`config.mk`:
```
export PLATFORM = sky130hd
export DESIGN_NAME = fp64_order_unit
export DESIGN_NICKNAME = d
export VERILOG_FILES = /design/src/rtl/fp64_order_unit.sv
export SDC_FILE = /design/constraint.sdc
export NUM_CORES = 1
export LEC_CHECK = 0
export CAP_MARGIN = 20
export CORE_MARGIN = 1.5
export CORE_UTILIZATION = 44
export DETAILED_ROUTE_END_ITERATION = 7
export GPL_ROUTABILITY_DRIVEN = 0
export HOLD_SLACK_MARGIN = 0.03
export PLACE_DENSITY_LB_ADDON = 0.3
export SKIP_CTS_REPAIR_TIMING = 1
export SYNTH_ARGS = -nofsm -noshare
export SYNTH_HDL_FRONTEND = slang
export SYNTH_SLANG_ARGS = --single-unit
```
`constraint.sdc`:
```
create_clock -name clk -period 3.3 [get_ports clk]
set_input_delay 0.33 -clock clk [delete_from_list [all_inputs] [get_ports clk]]
set_output_delay 0.33 -clock clk [all_outputs]
set_load 0.1 [all_outputs]
```
`src/rtl/fp64_order_unit.sv`:
```
module fp64_order_unit #(
  parameter int W = 64,
  parameter int EXP_W = 11
) (
  input  logic         clk,
  input  logic         rst_n,
  input  logic         in_valid,
  input  logic [2:0]   op_sel,
  input  logic [W-1:0] opa,
  input  logic [W-1:0] opb,
  output logic         out_valid,
  output logic [W-1:0] result,
  output logic         flag_lt,
  output logic         flag_ge,
  output logic         flag_eq
);
  localparam int FRAC_W = W - 1 - EXP_W;
  localparam logic [W-1:0] SIGN_BIT = {1'b1, {(W-1){1'b0}}};
  localparam logic [W-1:0] ONE_VAL = {2'b00, {(EXP_W-1){1'b1}}, {FRAC_W{1'b0}}};

  logic a_nan, b_nan, ordered;
  logic raw_lt, both_neg, same_val, lt_core;
  logic lt_w, ge_w, eq_w, pick_a;
  logic [W-1:0] sat_w;
  logic [W-1:0] res_w;

  assign a_nan = (&opa[W-2 -: EXP_W]) && (|opa[FRAC_W-1:0]);
  assign b_nan = (&opb[W-2 -: EXP_W]) && (|opb[FRAC_W-1:0]);
  assign ordered = !a_nan && !b_nan;

  assign raw_lt   = $signed(opa) < $signed(opb);
  assign both_neg = opa[W-1] & opb[W-1];
  assign same_val = (opa == opb) || ((opa[W-2:0] | opb[W-2:0]) == '0);
  assign lt_core  = !same_val && (raw_lt != both_neg);

  assign lt_w = ordered && lt_core;
  assign ge_w = ordered && !lt_core;
  assign eq_w = ordered && same_val;
  assign pick_a = (b_nan || lt_core) && !a_nan;

  always_comb begin
    if (a_nan || opa[W-1]) sat_w = '0;
    else if ($signed(opa) > $signed(ONE_VAL)) sat_w = ONE_VAL;
    else sat_w = opa;
  end

  always_comb begin
    unique case (op_sel)
      3'd0: res_w = {{(W-1){1'b0}}, lt_w};
      3'd1: res_w = {{(W-1){1'b0}}, ge_w};
      3'd2: res_w = {{(W-1){1'b0}}, eq_w};
      3'd3: res_w = pick_a ? opa : opb;
      3'd4: res_w = pick_a ? opb : opa;
      3'd5: res_w = sat_w;
      3'd6: res_w = opa ^ SIGN_BIT;
      default: res_w = opa & ~SIGN_BIT;
    endcase
  end

  always_ff @(posedge clk) begin
    if (!rst_n) begin
      out_valid <= 1'b0;
      result    <= '0;
      flag_lt   <= 1'b0;
      flag_ge   <= 1'b0;
      flag_eq   <= 1'b0;
    end else begin
      out_valid <= in_valid;
      if (in_valid) begin
        result  <= res_w;
        flag_lt <= lt_w;
        flag_ge <= ge_w;
        flag_eq <= eq_w;
      end
    end
  end
endmodule


```
# Word-level counts from Yosys, hierarchy flattened
# Cells that the tools add are included.
# word_totals
register_bits,68
latch_bits,0
mem_bits_rw,0
romBits,0
inputBits,134
output_inout_bits,68
word_cells,44
mem_count,0
# classes
n_addsub,0
n_mul,0
n_div,0
order_cmp,2
n_eq_ne,8
shifts,0
mux,5
bitwise_logic,3
n_reduce_logical,21
# ops
operator,count
64-bit case mux with 7 select lines,1
64-bit 2-to-1 mux,4
52-bit OR reduction,2
64-bit equality test,1
"64-bit by 63-bit > comparator with 1-bit output, second input constant",1
64-bit < comparator,1
63-bit logical NOT,1
63-bit OR,1
11-bit AND reduction,2
"3-bit equality test, second input constant",3
1-bit logical AND,8
"3-bit by 2-bit equality test with 1-bit output, second input constant",2
1-bit logical NOT,4
"3-bit by 1-bit equality test with 1-bit output, second input constant",1
3-bit logical NOT,1
1-bit logical OR,3
1-bit bitwise AND,1
1-bit != test,1
1-bit inverter,1

# Logic depth before layout (Yosys ltp)
# depth
ltp_word,9
ltp_mapped,14

# Worst setup path after synthesis
# No wires, ideal clock.
# synth_timing
path_kind,input -> register
start,in opb[61]
end,reg result[11]
arrival_time_ps,3499
slack_ps,-261
path_stages,14
cell_sequence,inv_1 ha_1 nor4b_4 and4_1 or4b_4 o41ai_4 nor2_1 o21a_1 or4_1 and3b_1 buf_6 buf_6 o221ai_2 o211a_1
# synth_via
elab_chain_cells,9
# synth_lines
element,line_no,rtl
from (decl),10,"input logic [W-1:0] opb,"
branches (longest 5 deep; another with 64-bit < comparator),n/a,
1-bit logical OR *,39,assign pick_a = (b_nan || lt_core) && !a_nan;
1-bit logical AND *,39,
64-bit 2-to-1 mux (on tied branches),"53, 52",
64-bit case mux with 7 select lines *,48,unique case (op_sel)
to (signal assigned),70,result <= res_w;
to (decl),12,"output logic [W-1:0] result,"
# Every way passes the cells marked *.
# A chain may end at the register's enable or synchronous reset.

# Final worst setup path
# layout_timing
start,in opb[9]
end,reg result[17]
# The elaborated chain is that of the path after synthesis.

==> impl_results.md <==
- Most numerous cell on the critical path: sky130_fd_sc_hd__nand4_1
- Final Hold Viols: 0
- Width of the die: 126 microns
- Initial Util: 0.456
- Pin count of the biggest net entering global routing: 65
- Number of antenna violations at the first check in global routing: 2
- Final worst slack: -1.43 ns
- Critical Path Source Type: primary input
- Remaining Overflow, GRT: 0
- Final cell area excluding filler cells: between 10000 and 15000 sq um
- Worst rel slew slack: -0.000483
- Final Max Tran Viols: 1
- Number of enable-type register cells in the synthesized netlist: 0
- Static leakage power: 6.46 nW
- GRT Overall Usage: 0.354
- Net Count, Synth: around 1100
- Violations in the final reports: max-capacitance violations, max-slew violations, negative setup slack
- Req. time, crit path: 3.61 ns
- Commonest cells after routing, fill and taps aside: sky130_fd_sc_hd__buf_4 (264), sky130_fd_sc_hd__clkdlybuf4s50_1 (117), sky130_fd_sc_hd__inv_1 (92), sky130_fd_sc_hd__ha_1 (90), sky130_fd_sc_hd__dlymetal6s2s_1 (79)
- Max clock buf depth: 2
- Clock transition at the registers of the reported paths: 0.07 ns
- Routed via count: 9500
- Clock period minus worst slack: 4.73 ns
- Warnings from Yosys: 0
- Overall routed net length: 39400 microns
- Total die area: roughly 16000 sq um
- Sequential cell area fraction in the yosys report: 0.203
- Cells after Synth: 788
- Setup slack at placement: -1.03 ns
- Fraction of the cycle the final worst path needs: 1.43
- Top fanout value on the critical path: 9
- Clk sinks: 68
- Vias in the first global route: just over 8000
- Post-synthesis to final-layout area growth: 85.0%
- Placed inst area: 11000 sq um
- Worst setup EP type: flop
- Number of H-tree levels: 3
- Type of the setup path with the least slack: in -> reg
- Number of maximum-capacitance violations: 1
- Final setup vio count: 67
- Post-DR wirelength/cell: 27.4 microns
- Status: complete, but fails checks
- Fillers: about 660
- Root buffer cell: sky130_fd_sc_hd__clkbuf_16
- Flip-flop and latch count after synthesis: 68
- Placed cells: 1400
- Placement Rows: 44
- Wire length of the first global-routing pass: ~44000 microns
- Post-layout nets: 1507
- Core utilization of the finished layout: 0.844
- Clock tree from TritonCTS: yes
- Core footprint: between 10000 and 15000 sq um
- Critical path arrival: 5.03 ns
- Power density of the placed cells: 329 nW/um^2
- Input/output buffers: 201
- Vert. Die Dim: between 100 and 150 microns
- Number of I/O pins: 202
- Path class of the lowest-slack min-delay path: in -> reg
- Number of buffers created by CTS: 9
- Dominant synthesized flop cell: sky130_fd_sc_hd__dfxtp_1
- Cell chain of the critical path: clkdlybuf4s50_1 > inv_1 > ha_4 > nand4_1 > nor4_1 > nand4_1 > o41ai_4 > nor2_1 > o21a_1 > or4_4 > and3b_4 > buf_12 > o221ai_4 > o211a_1
- Fraction of layout cells with a size suffix above 1: 0.394
- Worst-Margin Slew: 1.49 ns
- Share of synthesized flip-flops with an asynchronous set or reset: 0
- Detailed Routing Iterations Pass 1: 8
- Number of DRC markers after the initial detailed-route iteration: 1358
- Largest clock skew in the final design: 0 ns
- Count of antenna-violating nets left after detailed routing: 0
- Critical Path Slowest Stage Cell: sky130_fd_sc_hd__nor4_1
- Total design power: around 0.0041 W
- DRC: 0
- Commonest non-fill, non-tap cell in the layout: sky130_fd_sc_hd__buf_4
- Drt via density: between 6 and 7
- Maximum cell stage delay along the critical path: 1.22 ns
- Source-to-sink clock delay at the later pin of the worst-skew pair: approximately 0.37 ns
- Distinct cells, synth: 60
- Highest clock frequency the design can meet: 212 MHz
- Syn avg cell area: 8.51 sq um
- Final HPWL DP: between 20000 and 25000 microns
- Mapped Area: 6710 sq um
- Finished Layout Cells: ~1400
- Maximum vdd drop: between 0.3 and 0.4 mV
- RSZ-0062 raised after global routing: yes
Yosys cell counts (15+ instances only):
master / number / area, sq um
sky130_fd_sc_hd__nand2_1: 18 / 67.6
sky130_fd_sc_hd__nor3_1: 17 / 85.1
sky130_fd_sc_hd__clkbuf_1: 23 / 86.3
sky130_fd_sc_hd__nand3_1: 16 / 80.1
sky130_fd_sc_hd__nor2_1: 31 / 116
sky130_fd_sc_hd__ha_1: 128 / 1600
sky130_fd_sc_hd__dfxtp_1: 68 / 1360
sky130_fd_sc_hd__o221ai_2: 37 / 556
sky130_fd_sc_hd__a21oi_1: 35 / 175
sky130_fd_sc_hd__o211a_1: 39 / 390
sky130_fd_sc_hd__nor4_1: 47 / 294
sky130_fd_sc_hd__o21ai_0: 28 / 140
sky130_fd_sc_hd__inv_1: 152 / 571
sky130_fd_sc_hd__a221o_1: 15 / 150
sky130_fd_sc_hd__nand4_1: 28 / 175
critical path, delay by kind of cell:
kind	cells	cell delay, ns
adder cells (fa/ha/maj)	1	0.21
AO/OA/AOI/OAI	4	0.82
AND/OR/NAND/NOR	6	2.83
buffers and inverters	3	0.82
where the power goes:
part           total (W)  internal, W  switching (W)
Clock            0.00101     0.000567       0.000447
Sequential      0.000930     0.000886      0.0000446
Combinational    0.00214     0.000848        0.00129
Total            0.00408      0.00230        0.00178
registers in the layout, indices dropped and copies added, names as in the netlist:
| signal | flops |
|---|---|
| result | 64 |
| flag_lt | 1 |
| flag_eq | 1 |
| out_valid | 1 |
| flag_ge | 1 |
routing by layer:
layer | share of wire | track usage | vias up
met5 | 0 | 0 | -
met4 | 0.10 | 0.158 | 0
met3 | 0.14 | 0.0582 | 392
met2 | 0.41 | 0.575 | 969
met1 | 0.34 | 0.463 | 4352
li1 | - | - | 3787
final timing paths:
path | start | to | slack [ns] | cells past startpoint
worst max-delay path | opb[9] | result[17] | -1.43 | 14
worst min-delay path | in_valid | result[0] | 0.32 | 3
worst max register to register | result[0] | result[0] | 2.06 | 4
worst min register to register | result[27] | result[27] | 0.48 | 1
metrics by stage:
stage	hold WS (ns)	setup TNS [ns]
global route	0.337	-80.53
floorplan	0.468	-6.21
CTS	0.309	-41.56
detailed placement	0.469	-63.38
global placement	0.463	-57.84
finish	0.319	-85.75
cell families (layout without fill, tap and decap cells):
kind of cell,Yosys count,after routing,synth area share
flops,68,68,0.203
fa+ha+maj,128,128,0.239
simple gates,193,193,0.164
other cells,0,1,0
compound gates,205,205,0.272
buf+inv,189,651,0.115
xor+xnor,4,4,0.00523
mux,1,1,0.00149
cell type report:
cell class / instances / area, sq um / area share
inverters: 153 / 594 / 0.0479
clock inverters: 4 / 22.5 / 0.00182
multi-input cells: 531 / 5440 / 0.439
flip-flops and latches: 68 / 1360 / 0.110
well taps: 184 / 230 / 0.0186
repair buffers: 482 / 4480 / 0.361
clock buffers: 12 / 267 / 0.0215
diodes: 1 / 2.50 / 0.000202
(Power assumes the default switching activity.)
